<file path="src/rtl/shadow_seg_decode.sv">
module shadow_seg_decode #(
  parameter int ADDR_W = 24
) (
  input  logic              clk,
  input  logic              rst_n,
  input  logic [ADDR_W-1:0] cpu_addr,
  input  logic              mem_rd,
  input  logic              mem_wr,
  input  logic [12:0]       shd_rd_dram,
  input  logic [12:0]       shd_wr_en,
  input  logic              remap_en,
  input  logic [ADDR_W-17:0] mem_top,
  output logic              rom_cs,
  output logic              dram_cs,
  output logic              isa_cs,
  output logic              wr_inhibit,
  output logic [ADDR_W-1:0] dram_addr
);
  localparam int TOP_W = ADDR_W - 16;
  localparam logic [ADDR_W:0] VID_LO  = (ADDR_W+1)'(20'hA0000);
  localparam logic [ADDR_W:0] SHD_LO  = (ADDR_W+1)'(20'hC0000);
  localparam logic [ADDR_W:0] BIOS_LO = (ADDR_W+1)'(20'hF0000);
  localparam logic [ADDR_W:0] HI_LO   = (ADDR_W+1)'(24'h100000);
  localparam logic [ADDR_W:0] WIN_SZ  = (ADDR_W+1)'(20'h60000);

  logic [12:0]      rd_q, we_q;
  logic             remap_q;
  logic [TOP_W-1:0] top_q;

  always_ff @(posedge clk or negedge rst_n)
    if (!rst_n) begin
      rd_q    <= '0;
      we_q    <= '0;
      remap_q <= 1'b0;
      top_q   <= '0;
    end else begin
      rd_q    <= shd_rd_dram;
      we_q    <= shd_wr_en;
      remap_q <= remap_en;
      top_q   <= mem_top;
    end

  function automatic logic [3:0] seg_of(input logic [ADDR_W:0] a);
    if (a >= BIOS_LO) return 4'd12;
    return 4'(a[19:14] - 6'd48);
  endfunction

  logic [ADDR_W:0]   a_x, base_x, phys_x;
  logic              acc_rd, acc_wr, acc_any;
  logic              in_vid, in_shd, in_win;
  logic [15:0]       rd_pad, we_pad;
  logic [3:0]        seg, pseg;
  logic              s_rd, s_we, win_used;

  assign a_x     = {1'b0, cpu_addr};
  assign base_x  = {1'b0, top_q, 16'h0000};
  assign phys_x  = a_x - base_x + VID_LO;
  assign acc_rd  = mem_rd & ~mem_wr;
  assign acc_wr  = mem_wr & ~mem_rd;
  assign acc_any = acc_rd | acc_wr;

  assign in_vid = (a_x >= VID_LO) && (a_x < SHD_LO);
  assign in_shd = (a_x >= SHD_LO) && (a_x < HI_LO);
  assign in_win = remap_q && (a_x >= HI_LO) && (a_x >= base_x) && (a_x < base_x + WIN_SZ);

  assign rd_pad   = {3'b000, rd_q};
  assign we_pad   = {3'b000, we_q};
  assign seg      = seg_of(a_x);
  assign pseg     = seg_of(phys_x);
  assign s_rd     = rd_pad[seg];
  assign s_we     = we_pad[seg];
  assign win_used = (phys_x >= SHD_LO) && (rd_pad[pseg] | we_pad[pseg]);

  assign rom_cs     = in_shd & acc_rd & ~s_rd;
  assign isa_cs     = in_vid & acc_any;
  assign wr_inhibit = acc_wr & ((in_shd & ~s_we) | (in_win & win_used));
  assign dram_addr  = in_win ? phys_x[ADDR_W-1:0] : cpu_addr;

  always_comb begin
    if (in_shd)      dram_cs = (acc_rd & s_rd) | (acc_wr & s_we);
    else if (in_win) dram_cs = acc_any & ~win_used;
    else if (in_vid) dram_cs = 1'b0;
    else             dram_cs = acc_any;
  end

  assert_one_target_R10: assert property (@(posedge clk) disable iff (!rst_n)
    $countones({rom_cs, dram_cs, isa_cs, wr_inhibit}) <= 1);

  assert_rom_in_window_R2: assert property (@(posedge clk) disable iff (!rst_n)
    rom_cs |-> (mem_rd && cpu_addr >= ADDR_W'(20'hC0000) && cpu_addr <= ADDR_W'(20'hFFFFF)));

  assert_isa_in_hole_R5: assert property (@(posedge clk) disable iff (!rst_n)
    isa_cs |-> (cpu_addr >= ADDR_W'(20'hA0000) && cpu_addr <= ADDR_W'(20'hBFFFF)));

  assert_inhibit_on_write_R3: assert property (@(posedge clk) disable iff (!rst_n)
    wr_inhibit |-> (mem_wr && !mem_rd));

  assert_idle_strobes_R9: assert property (@(posedge clk) disable iff (!rst_n)
    (mem_rd == mem_wr) |-> !(rom_cs || dram_cs || isa_cs || wr_inhibit));

  assert_translate_lands_hidden_R7: assert property (@(posedge clk) disable iff (!rst_n)
    (dram_addr != cpu_addr) |-> (dram_addr >= ADDR_W'(20'hA0000) && dram_addr <= ADDR_W'(20'hFFFFF)));

  assert_shadow_addr_kept_R2: assert property (@(posedge clk) disable iff (!rst_n)
    (dram_cs && cpu_addr >= ADDR_W'(20'hC0000) && cpu_addr <= ADDR_W'(20'hFFFFF)) |-> (dram_addr == cpu_addr));
endmodule

</file>
<file path="config.mk">
export PLATFORM = sky130hd
export DESIGN_NAME = shadow_seg_decode
export DESIGN_NICKNAME = d
export VERILOG_FILES = /design/src/rtl/shadow_seg_decode.sv
export SDC_FILE = /design/constraint.sdc
export NUM_CORES = 1
export LEC_CHECK = 0
export BUFFER_PORTS_ARGS = -buffer_cell sky130_fd_sc_hd__buf_2
export CELL_PAD_IN_SITES_DETAIL_PLACEMENT = 1
export CELL_PAD_IN_SITES_GLOBAL_PLACEMENT = 2
export CORE_AREA = 2 2 130 100
export CTS_CLUSTER_SIZE = 16
export DETAILED_ROUTE_END_ITERATION = 10
export DIE_AREA = 0 0 132 102
export MAX_ROUTING_LAYER = met4
export PLACE_DENSITY_LB_ADDON = 0.1
export SYNTH_ARGS = -nofsm -noshare
export SYNTH_HDL_FRONTEND = slang
export SYNTH_SLANG_ARGS = --single-unit
</file>
<file path="constraint.sdc">
create_clock -name clk -period 3.8 [get_ports clk]
set_input_delay 0.19 -clock clk [delete_from_list [all_inputs] [get_ports clk]]
set_output_delay 0.19 -clock clk [all_outputs]
set_load 0.05 [all_outputs]
</file>
Yosys cells after proc, flatten, opt, wreduce, memory -nomap -nowiden --
Cells that the tools add are included.
Storage, ports and cells: flip-flop bits (word level) 35, latch bits 0, memory bits (writable) 0, ROM bits 0, input bits 63, output and inout bits 28, logic and storage cells 65, memories 0
Operators by class: add/sub/neg operators 5, $mul 0, divide/modulo/power cells 0, magnitude comparators 12, equality and inequality tests 0, shift-type cells 0, mux-type cells 18, bitwise gates (word level) 20, reductions and logical operators 6
Operator list (number):
- 24-bit by 20-bit greater-or-equal comparator with 1-bit output (second input constant) | 3
- 25-bit by 20-bit greater-or-equal comparator with 1-bit output (second input constant) | 2
- 24-bit by 19-bit adder with 25-bit output (second input constant) | 1
- 25-bit by 20-bit adder with 25-bit output (second input constant) | 1
- 24-bit by 25-bit < comparator with 1-bit output | 1
- 24-bit by 24-bit subtractor with 25-bit output | 1
- 24-bit by 21-bit greater-or-equal comparator with 1-bit output (second input constant) | 1
- 24-bit greater-or-equal comparator | 1
- 24-bit by 20-bit < comparator with 1-bit output (second input constant) | 1
- 24-bit by 21-bit < comparator with 1-bit output (second input constant) | 1
- 24-bit 2-to-1 mux | 1
- 1-bit binary-select mux with 4-bit select | 4
- 4-bit 2-to-1 mux | 4
- 1-bit bitwise AND | 11
- 4-bit by 5-bit < comparator with 1-bit output (second input constant) | 2
- 1-bit 2-to-1 mux | 9
- 4-bit by 1-bit subtractor with 4-bit output (second input constant) | 2
- 1-bit logical AND | 6
- 1-bit inverter | 5
- 1-bit bitwise OR | 4

Depth between registers and ports, before layout --
Gate-level depths: netlist (run 1).
depth after elaboration 13, depth in mapped cells 15, depth with buffers taken out 15

Worst setup path before layout (run 1) --
Ideal clock, no wire load.
kind input-to-output, start input cpu_addr[2], end output wr_inhibit, arrival 3.614 ns, required time 3.610 ns, slack -0.004 ns, stages 13, buffers on the path 0, path through inv_1 > ha_1 > o21ba_1 > or4_4 > a2111oi_4 > nor2_2 > xnor2_4 > mux2i_1 > o32a_1 > o2111a_1 > a221oi_1 > or4_4 > a21oi_2
On the way: longest elaborated chain between the ends 12, elaborated cells on any way between the ends 32, those cells by class add/sub: 3; order compare: 8; mux: 10; bitwise: 6; reduce/logical: 5
RTL lines:
- start, declared | RTL line 6 | input logic [ADDR_W-1:0] cpu_addr,
- 24-bit by 24-bit subtractor with 25-bit output | RTL line 57 | assign phys_x = a_x - base_x + VID_LO;
- 25-bit by 20-bit adder with 25-bit output | RTL line 57
- 25-bit by 20-bit greater-or-equal comparator with 1-bit output | RTL line 44 | if (a >= BIOS_LO) return 4'd12;
- 1-bit 2-to-1 mux | RTL line 44
- 4-bit 2-to-1 mux | RTL line 45 | return 4'(a[19:14] - 6'd48);
- 1-bit binary-select mux with 4-bit select | RTL line 72 | assign win_used = (phys_x >= SHD_LO) && (rd_pad[pseg] | we_pad[pseg]);
- 1-bit 2-to-1 mux (implied by the code) | RTL line 72
- 1-bit bitwise OR | RTL line 72
- 1-bit logical AND | RTL line 72
- 1-bit bitwise AND | RTL line 76 | assign wr_inhibit = acc_wr & ((in_shd & ~s_we) | (in_win & win_used));
- 1-bit bitwise OR (*) | RTL line 76
- 1-bit bitwise AND (*) | RTL line 76
- end, declared | RTL line 16 | output logic wr_inhibit,
Every way passes the cells marked *; elsewhere a longest branch is shown, timed or not. The select of a mux whose other input is x is not followed.

Worst setup path in the final report (run 1) --
start register top_q[4], end output dram_cs
On the way: longest elaborated chain between the ends 13, elaborated cells on any way between the ends 21, those cells by class add/sub: 3; order compare: 4; mux: 8; bitwise: 3; reduce/logical: 3
RTL lines:
- start, declared | RTL line 28 | logic [TOP_W-1:0] top_q;
- start signal, assigned | RTL line 40 | top_q <= mem_top;
- 24-bit by 24-bit subtractor with 25-bit output | RTL line 57
- 25-bit by 20-bit adder with 25-bit output | RTL line 57
- 25-bit by 20-bit greater-or-equal comparator with 1-bit output | RTL line 44
- 1-bit 2-to-1 mux | RTL line 44
- 4-bit 2-to-1 mux | RTL line 45
- 1-bit binary-select mux with 4-bit select | RTL line 72
- 1-bit 2-to-1 mux (implied by the code) | RTL line 72
- 1-bit bitwise OR | RTL line 72
- 1-bit logical AND | RTL line 72
- 1-bit inverter | RTL line 81 | else if (in_win) dram_cs = acc_any & ~win_used;
- 1-bit bitwise AND | RTL line 81
- 1-bit 2-to-1 mux (*) | RTL line 81
- 1-bit 2-to-1 mux (*) | RTL line 80 | if (in_shd) dram_cs = (acc_rd & s_rd) | (acc_wr & s_we);
- end, declared | RTL line 14 | output logic dram_cs,
Marks and branches as above.

==> flow_metrics.env, run 1 <==
export IMPL_layout_commonest_cell="buf_4"
export IMPL_crit_path_cell_trace="inv_1, ha_2, fa_1, and3b_2, nand2b_1, nor3_2, buf_4, o221ai_2, a21o_1, a21o_1, a211oi_2, or3b_4, a221oi_2, or4_4, o21a_1, buf_6"
export IMPL_cts_tree="done"
export IMPL_ir_drop_v=0.000161
export IMPL_regArea_um2=876
export IMPL_synth_largest_area_cell="dfrtp_1"
export IMPL_syn2layout_area_growth_pct=47.4
export IMPL_numCtsBuffers=5
export IMPL_finalCriticalPeriod_ns=3.93
export IMPL_cp_max_fo=2
export IMPL_ant_nets=0
export IMPL_failed_checks="hold timing, setup timing"
export IMPL_slowest_delay_ns=0.51
export IMPL_grt_max_degree=40
export IMPL_synth_edf_count=0
export IMPL_cp_required_ns=3.61
export IMPL_synthAdderAreaFrac_pct=19.9
export IMPL_async_reset_ff_share_pct=100
export IMPL_grt_pass1_wl_um=21800
export IMPL_synth_cell_area_um2=3940
export IMPL_synth_cell_types=74
export IMPL_h_tree_depth=2
export IMPL_drt_initial_drc_count=118
export IMPL_synthMuxAreaShare_pct=4.13
export IMPL_via_per_inst=5.01
export IMPL_root_buffer="clkbuf_16"
export IMPL_multiInputGateArea_um2=3020
export IMPL_diodes=0
export IMPL_synth_fp_nets=586
export IMPL_post_place_cells=811
export IMPL_nFillCells=1480
export IMPL_syn_area_per_cell_um2=8.53
export IMPL_synth_seq_area_share_pct=22.2
export IMPL_ios=91
export IMPL_synth_xor_area_share_pct=5.59
export IMPL_std_cell_rows=35
export IMPL_cts_buffer_depth=2
export IMPL_portBuffers=90
export IMPL_dpl_hpwl_um=11400
export IMPL_clk_pin_slew_ns=0.06
export IMPL_synth_ff_type="dfrtp_1"
export IMPL_critical_path_top_cell_by_count="a21o_1"
export IMPL_final_cell_mix="buf_4 (116), buf_2 (88), ha_1 (53)"
export IMPL_grt_total_usage_pct=20.8
export IMPL_instances_no_fill=831
export IMPL_report_final_slew_viol_count=0
export IMPL_crit_path_end_kind="primary output"
export IMPL_crit_slowest_cell="fa_1"
export IMPL_synthCells=462
export IMPL_nets=788
export IMPL_netlist_area_leader_share_pct=22.2
export IMPL_core_area_um2=12100
export IMPL_relSlewSlack_pct=49.8
export IMPL_firstDrtPassIters=4
export IMPL_rsz0062_at_grt="yes"
export IMPL_outcome="finished, violations left"
export IMPL_gr_total_overflow=0
export IMPL_synth_compound_area_share_pct=22.6
export IMPL_clock_sink_count=35
export IMPL_top_layer="met4"
export IMPL_period_share_pct=103
export IMPL_power_density_nw_per_um2=319
export IMPL_netlist_top_cells_area="dfrtp_1 (22%), ha_1 (18%), inv_1 (4.4%)"
export IMPL_worst_pin_slew_ns=0.753
export IMPL_preCtsSetupSlack_ns=-0.318
export IMPL_wl_met3_um=681
export IMPL_maxCapViolCount=0
export IMPL_antenna_found_initial=0
export IMPL_hold_class="primary input to async pin"
export IMPL_die_width_um=132
export IMPL_yosysWarningCount=0
export IMPL_holdWs_ns=-0.0278
export IMPL_synth_simple_area_share_pct=19.7
export IMPL_worst_setup_path_start_kind="flop"
export IMPL_p_leak_nw=2.89
export IMPL_place_congestion=0.902
export IMPL_vias=4161
export IMPL_drive_gt1_share_pct=41.5
export IMPL_wl_met1_um=6810
export IMPL_hold_viol_final=35
export IMPL_path_class="flop to primary output"
export IMPL_drc=0
export IMPL_wl_per_cell_um=16.2
export IMPL_setup_tns_final_ns=-0.215
export IMPL_grt_pass1_vias=4305
export IMPL_finalWorstSetupSlack_ns=-0.130
export IMPL_setup_viol_count_final=2
export IMPL_start_util_pct=32.5
export IMPL_drt_total_wl_um=13500
export IMPL_cts_hold_buf=0
export IMPL_dieArea_um2=13500
export IMPL_die_h_um=102
export IMPL_synth_seq_cells=35
export IMPL_worstPathArrival_ns=3.74
export IMPL_max_freq_mhz=254
export IMPL_synth_top_family_by_area="compound AO/OA/AOI/OAI gates"
export IMPL_dr_wl_met2_um=5900
==> stage by stage <==
| stage | util (%) | cell area [um^2] | total power, W | hold WS, ns |
|---|---|---|---|---|
| after floorplan | - | 3950 | 0.000934 | -0.106 |
| after global placement | 44.1 | 5340 | 0.00129 | 0.282 |
| after detailed placement | 44.1 | 5340 | 0.00130 | 0.300 |
| after CTS | 46.7 | 5670 | 0.00184 | 0.00262 |
| after global routing | 47.9 | 5810 | 0.00197 | 0.00340 |
| final | 47.9 | 5810 | 0.00185 | -0.0278 |
==> state kept, by name, summed over array words and instances (netlist names) <==
name,count
we_q,13
rd_q,13
remap_q,1
top_q,8
==> cells in the mapped netlist (8+ instances only) <==
cell and count:
nor3_1 11, inv_1 46, nor2_1 38, ha_1 58, xnor2_1 16, nand2_1 37, o21ai_0 21, a21o_1 10
a21oi_1 26, clkbuf_1 8, dfrtp_1 35
==> kinds of logic after synthesis <==
family / after synthesis
AOI/OAI and AO/OA: 123
adders and majority gates: 61
buffers and inverters: 59
and+or+nand+nor: 148
DFF: 35
xor gates and xnor gates: 23
muxes: 13
==> repair_timing <==
item / in CTS / in global routing
setup buffers: 5 / 7
gates resized for setup: 26 / 15
endpoints found under the setup margin: 2 / 16
pin swaps: 9 / 14
gates cloned: 0 / 0
==> area by class of cell <==
cell class / count / area share (%)
multi-input cells: 368 / 52.0
repair buffers: 208 / 23.3
flip-flops and latches: 35 / 15.1
well taps: 166 / 3.58
inverters: 46 / 2.97
clock buffers: 6 / 2.39
clock inverters: 2 / 0.668
==> report_power, final <==
group / internal, W / switching, W / leakage, nW / total, W
logic: 0.000420 / 0.000539 / 2.39 / 0.000960
registers: 0.000392 / 0.0000134 / 0.408 / 0.000405
clock network: 0.000329 / 0.000156 / 0.0875 / 0.000486
total: 0.00114 / 0.000709 / 2.89 / 0.00185
==> how the worst max path moves through the flow <==
stage                        from          to  slack, ns  cells after the start
5_1_grt        top_q[2]$_DFF_PN0_     dram_cs      -0.24                     16
3_3_place_gp          cpu_addr[3]  wr_inhibit      -0.30                     15
2_1_floorplan         cpu_addr[2]     dram_cs       0.03                     13
3_5_place_dp          cpu_addr[3]  wr_inhibit      -0.32                     15
4_1_cts        top_q[2]$_DFF_PN0_     dram_cs      -0.17                     16
6_report       top_q[4]$_DFF_PN0_     dram_cs      -0.13                     16
==> routing by layer <==
| layer | track usage [%] | vias up |
|---|---|---|
| met5 | - | - |
| met4 | 2.93 | 0 |
| met3 | 3.82 | 10 |
| met2 | 32.6 | 85 |
| li1 | - | 2060 |
| met1 | 28.7 | 2006 |
==> critical path: cells and delay by family, from the launching register on <==
family	cells	cell delay, ns
compound gates	6	1.04
fa+ha+maj	2	0.69
buf+inv	3	0.36
flops	1	0.34
simple gates	5	1.03
Power figures use the tool's default switching activity.
==> run 2, diff against run 1 <==
--- a/config.mk
+++ b/config.mk
@@ -5,10 +5,11 @@
 export SDC_FILE = /design/constraint.sdc
 export NUM_CORES = 1
 export LEC_CHECK = 0
-export BUFFER_PORTS_ARGS = -buffer_cell sky130_fd_sc_hd__buf_2
+export BUFFER_PORTS_ARGS = -buffer_cell sky130_fd_sc_hd__buf_4
 export CELL_PAD_IN_SITES_DETAIL_PLACEMENT = 1
 export CELL_PAD_IN_SITES_GLOBAL_PLACEMENT = 2
 export CORE_AREA = 2 2 130 100
+export CTS_BUF_LIST = sky130_fd_sc_hd__clkbuf_4 sky130_fd_sc_hd__clkbuf_8
 export CTS_CLUSTER_SIZE = 16
 export DETAILED_ROUTE_END_ITERATION = 10
 export DIE_AREA = 0 0 132 102
==> run 2 against run 1 <==
Effect of this change: wire length rose by 6.7%; total power fell by 4.2%; non-clock buffer count rose by 14; global-route usage rose by 1.7 points; sequential cell count did not move; critical path depth fell by 1; worst hold slack improved by 0.40 ns; core utilization rose by 2.9 points; clock-buffer cell count did not move; combinational power rose by 5%; the flow finishes with violations (setup timing).
==> flow_metrics.env, run 2 (synthesis gave the netlist of run 1 again) <==
export IMPL_vias=4291
export IMPL_period_share_pct=105
export IMPL_crit_path_end_kind="primary output"
export IMPL_path_class="primary input to primary output"
export IMPL_gr_total_overflow=0
export IMPL_clk_pin_slew_ns=0.07
export IMPL_regArea_um2=876
export IMPL_nets=802
export IMPL_start_util_pct=32.5
export IMPL_place_congestion=0.901
export IMPL_setup_viol_count_final=2
export IMPL_cts_buffer_depth=2
export IMPL_power_density_nw_per_um2=287
export IMPL_root_buffer="clkbuf_8"
export IMPL_cts_tree="done"
export IMPL_grt_pass1_wl_um=23400
export IMPL_std_cell_rows=35
export IMPL_clock_sink_count=35
export IMPL_diodes=0
export IMPL_worst_setup_path_start_kind="primary input"
export IMPL_dieArea_um2=13500
export IMPL_die_h_um=102
export IMPL_ant_nets=0
export IMPL_grt_max_degree=40
export IMPL_drc=0
export IMPL_antenna_found_initial=0
export IMPL_finalCriticalPeriod_ns=3.97
export IMPL_firstDrtPassIters=4
export IMPL_h_tree_depth=2
export IMPL_p_leak_nw=2.97
export IMPL_ios=91
export IMPL_failed_checks="setup timing"
export IMPL_drt_initial_drc_count=196
export IMPL_postLayoutCellArea_um2=6170
export IMPL_portBuffers=90
export IMPL_hold_class="primary input to async pin"
export IMPL_rsz0062_at_grt="yes"
export IMPL_numCtsBuffers=5
export IMPL_instances_no_fill=845
export IMPL_cp_max_fo=4
export IMPL_grt_pass1_vias=4484
export IMPL_finalWorstSetupSlack_ns=-0.172
export IMPL_cp_required_ns=3.61
export IMPL_nFillCells=1444
export IMPL_holdWs_ns=0.374
export IMPL_worstPathArrival_ns=3.78
export IMPL_grt_total_usage_pct=22.5
export IMPL_worst_pin_slew_ns=0.528
export IMPL_syn2layout_area_growth_pct=56.4
export IMPL_dpl_hpwl_um=11400
export IMPL_largest_registers="rd_q x13, we_q x13, top_q x8"
export IMPL_via_per_inst=5.08
export IMPL_die_width_um=132
export IMPL_final_cell_mix="buf_4 (182), ha_1 (51), inv_1 (43)"
export IMPL_wl_per_cell_um=17.0
export IMPL_report_final_slew_viol_count=0
export IMPL_relSlewSlack_pct=64.3
export IMPL_dpl_cell_area_um2=5430
export IMPL_core_area_um2=12100
export IMPL_ir_drop_v=0.000171
export IMPL_post_place_cells=792
export IMPL_drt_total_wl_um=14400
export IMPL_hold_viol_final=0
export IMPL_max_freq_mhz=252
export IMPL_outcome="finished, violations left"
export IMPL_multiInputGateArea_um2=3020
export IMPL_drive_gt1_share_pct=37.0
export IMPL_maxCapViolCount=0
export IMPL_layout_commonest_cell="buf_4"
[run 2: layer usage]
layer	track usage [%]	routed length, um
met5	-	0
met4	3.51	112
met3	3.03	510
met2	36.4	6660
met1	30.7	7120
[run 2: final cells by class]
| type | count | area share [%] |
|---|---|---|
| tap | 166 | 3.37 |
| multi-input combinational | 368 | 48.9 |
| sequential | 35 | 14.2 |
| inverter | 46 | 2.80 |
| clock buffer | 6 | 1.34 |
| timing repair buffer | 222 | 28.7 |
| clock inverter | 2 | 0.629 |
[run 2: timing repair]
| action | 4_1_cts | 5_1_grt |
|---|---|---|
| gates resized for setup | 25 | 11 |
| pin swaps | 16 | 20 |
| gates cloned | 0 | 0 |
| endpoints found under the setup margin | 7 | 24 |
| setup buffers | 4 | 6 |
| endpoints found under the hold margin | 70 | 0 |
| hold buffers | 36 | 0 |
[run 2: worst max path at each step]
stage                            start          to  cells after the start
finish                     cpu_addr[3]  wr_inhibit                     15
global placement           cpu_addr[3]  wr_inhibit                     15
detailed placement         cpu_addr[3]  wr_inhibit                     15
floorplan                  cpu_addr[2]     dram_cs                     13
CTS                 top_q[4]$_DFF_PN0_     dram_cs                     15
global route        top_q[2]$_DFF_PN0_     dram_cs                     15
[run 2: report_power, final]
part	leakage (nW)	switching [W]	internal [W]	total, W
clock network	0.0618	0.000145	0.000216	0.000360
registers	0.408	0.0000138	0.000391	0.000405
logic	2.50	0.000546	0.000461	0.00101
[run 2: critical path, cell delays in order]
cell	delay [ns]
buf_4	0.11
inv_1	0.11
ha_1	0.30
nor2_1	0.16
a221oi_2	0.10
or4_2	0.63
a21bo_2	0.25
a21oi_2	0.31
o221ai_2	0.18
xnor2_2	0.29
or3b_4	0.21
nor4_2	0.04
or4_4	0.57
a21oi_4	0.16
buf_6	0.16
[run 2: metrics by stage]
stage | setup slack [ns] | utilization [%] | TNS (ns) | total power, W
5_1_grt | -0.363 | 50.8 | -0.709 | 0.00189
2_1_floorplan | 0.0316 | - | 0 | 0.000934
3_3_place_gp | -0.230 | 44.7 | -0.439 | 0.00129
4_1_cts | -0.195 | 50.0 | -0.335 | 0.00176
3_5_place_dp | -0.284 | 44.7 | -0.552 | 0.00131
6_report | -0.172 | 50.8 | -0.332 | 0.00177
==> run 3, diff against run 2 <==
--- a/config.mk
+++ b/config.mk
@@ -9,7 +9,6 @@
 export CELL_PAD_IN_SITES_DETAIL_PLACEMENT = 1
 export CELL_PAD_IN_SITES_GLOBAL_PLACEMENT = 2
 export CORE_AREA = 2 2 130 100
-export CTS_BUF_LIST = sky130_fd_sc_hd__clkbuf_4 sky130_fd_sc_hd__clkbuf_8
 export CTS_CLUSTER_SIZE = 16
 export DETAILED_ROUTE_END_ITERATION = 10
 export DIE_AREA = 0 0 132 102
==> run 3 against run 2 <==
Effect of this change: the flow still finishes with violations (setup timing); largest power group unchanged; final cell count decreased by 1.3%; die area stayed put; global-route usage decreased by 0.12 points; clock power rose by 37%; critical endpoint unchanged; sequential cell count is the same; critical path type is now flop to primary output; critical path depth is the same.
==> flow_metrics.env, run 3 (synthesis gave the netlist of run 1 again) <==
export IMPL_std_cell_rows=35
export IMPL_final_cell_mix="buf_4 (183), ha_1 (51), inv_1 (43)"
export IMPL_maxCapViolCount=0
export IMPL_nets=791
export IMPL_ant_nets=0
export IMPL_ir_drop_v=0.000333
export IMPL_failed_checks="setup timing"
export IMPL_grt_pass1_wl_um=23200
export IMPL_hold_viol_final=0
export IMPL_hold_class="primary input to flop"
export IMPL_power_density_nw_per_um2=310
export IMPL_outcome="finished, violations left"
export IMPL_wl_per_cell_um=17.2
export IMPL_cts_tree="done"
export IMPL_max_freq_mhz=253
export IMPL_preCtsSetupSlack_ns=-0.284
export IMPL_die_h_um=102
export IMPL_period_share_pct=104
export IMPL_crit_path_end_kind="primary output"
export IMPL_finalCriticalPeriod_ns=3.95
export IMPL_largest_registers="rd_q x13, we_q x13, top_q x8"
export IMPL_syn2layout_area_growth_pct=55.2
export IMPL_rsz0062_at_grt="yes"
export IMPL_portBuffers=90
export IMPL_numCtsBuffers=5
export IMPL_dieArea_um2=13500
export IMPL_setup_viol_count_final=2
export IMPL_antenna_found_initial=0
export IMPL_cts_buffer_depth=2
export IMPL_firstDrtPassIters=4
export IMPL_p_leak_nw=2.95
export IMPL_h_tree_depth=2
export IMPL_vias=4240
export IMPL_post_place_cells=792
export IMPL_drt_total_wl_um=14300
export IMPL_die_width_um=132
export IMPL_ios=91
export IMPL_instances_no_fill=834
export IMPL_start_util_pct=32.5
export IMPL_worst_setup_path_start_kind="flop"
export IMPL_dpl_hpwl_um=11400
export IMPL_grt_total_usage_pct=22.4
export IMPL_cp_required_ns=3.61
export IMPL_layout_commonest_cell="buf_4"
export IMPL_core_area_um2=12100
export IMPL_drc=0
export IMPL_drt_initial_drc_count=171
export IMPL_worst_pin_slew_ns=0.533
export IMPL_finalWorstSetupSlack_ns=-0.146
export IMPL_grt_max_degree=40
export IMPL_cp_max_fo=2
export IMPL_place_congestion=0.901
export IMPL_root_buffer="clkbuf_16"
export IMPL_relSlewSlack_pct=64.0
export IMPL_via_per_inst=5.08
export IMPL_clk_pin_slew_ns=0.06
export IMPL_clock_sink_count=35
export IMPL_drive_gt1_share_pct=37.7
export IMPL_gr_total_overflow=0
export IMPL_path_class="flop to primary output"
export IMPL_report_final_slew_viol_count=0
export IMPL_grt_pass1_vias=4412
export IMPL_diodes=0
export IMPL_worstPathArrival_ns=3.76
==> run 3: cell count changes in the layout (fill, tap and decap cells not counted) <==
cell / delta
buf_4: +1
a21oi_2: -1
clkbuf_8: -5
a21oi_4: +1
dlygate4sd3_1: -12
clkbuf_16: +5
==> run 3: final timing paths <==
path / from / endpoint / slack, ns / cells past startpoint
worst max-delay path: top_q[2]$_DFF_PN0_ / wr_inhibit / -0.15 / 15
worst min-delay path: mem_top[7] / top_q[7]$_DFF_PN0_ / 0.006 / 1
max in group asynchronous: rst_n / we_q[5]$_DFF_PN0_ / 3.09 / 2
min in group asynchronous: rst_n / top_q[6]$_DFF_PN0_ / 0.39 / 2
==> run 3: report_power, final <==
group	total (W)	switching, W	leakage (nW)	internal, W
combinational	0.000997	0.000544	2.46	0.000453
sequential	0.000406	0.0000138	0.408	0.000392
clock	0.000492	0.000162	0.0875	0.000329
total	0.00189	0.000721	2.95	0.00117
==> run 3: final cells by class <==
| class | count | area, um^2 |
|---|---|---|
| Fill cell | 1439 | 6010 |
| Clock buffer | 6 | 139 |
| Tap cell | 166 | 208 |
| Inverter | 46 | 173 |
| Sequential cell | 35 | 876 |
| Timing Repair Buffer | 211 | 1660 |
| Clock inverter | 2 | 38.8 |
| Multi-Input combinational cell | 368 | 3020 |
==> run 3: what timing repair did <==
| action | 4_1_cts | 5_1_grt |
|---|---|---|
| hold buffers | 21 | 3 |
| endpoints found under the setup margin | 7 | 22 |
| gates resized for setup | 27 | 10 |
| setup buffers | 4 | 7 |
| endpoints found under the hold margin | 55 | 3 |
| pin swaps | 16 | 21 |
==> run 3: layer usage <==
metal | up-vias | part of all wire [%] | routed length (um) | track usage (%)
met5 | - | 0 | 0 | -
li1 | 2072 | - | - | -
met1 | 2088 | 50 | 7220 | 30.9
met3 | 11 | 3.1 | 441 | 3.08
met4 | 0 | 0.87 | 124 | 4.26
met2 | 69 | 46 | 6540 | 35.3
==> run 3: critical path, stage by stage, from the launching register on <==
cell,delay (ns)
dfrtp_1,0.39
inv_2,0.10
ha_4,0.14
fa_1,0.41
and3b_1,0.26
nand2b_1,0.09
nor3_2,0.20
o221ai_1,0.15
a21o_1,0.21
a21o_1,0.20
buf_6,0.12
a211oi_2,0.22
a311oi_1,0.12
or4_4,0.52
a21oi_4,0.16
buf_6,0.16
==> run 3: through the flow <==
step / total power (W) / utilization [%] / hold WS [ns] / setup TNS [ns] / instance area, um^2
floorplan: 0.000934 / - / -0.106 / 0 / 3950
global placement: 0.00129 / 44.7 / 0.151 / -0.439 / 5430
detailed placement: 0.00131 / 44.7 / 0.168 / -0.552 / 5430
CTS: 0.00188 / 49.3 / 0.0000786 / -0.294 / 5990
global route: 0.00202 / 50.4 / 0.00152 / -0.666 / 6120
finish: 0.00189 / 50.4 / 0.00616 / -0.278 / 6120
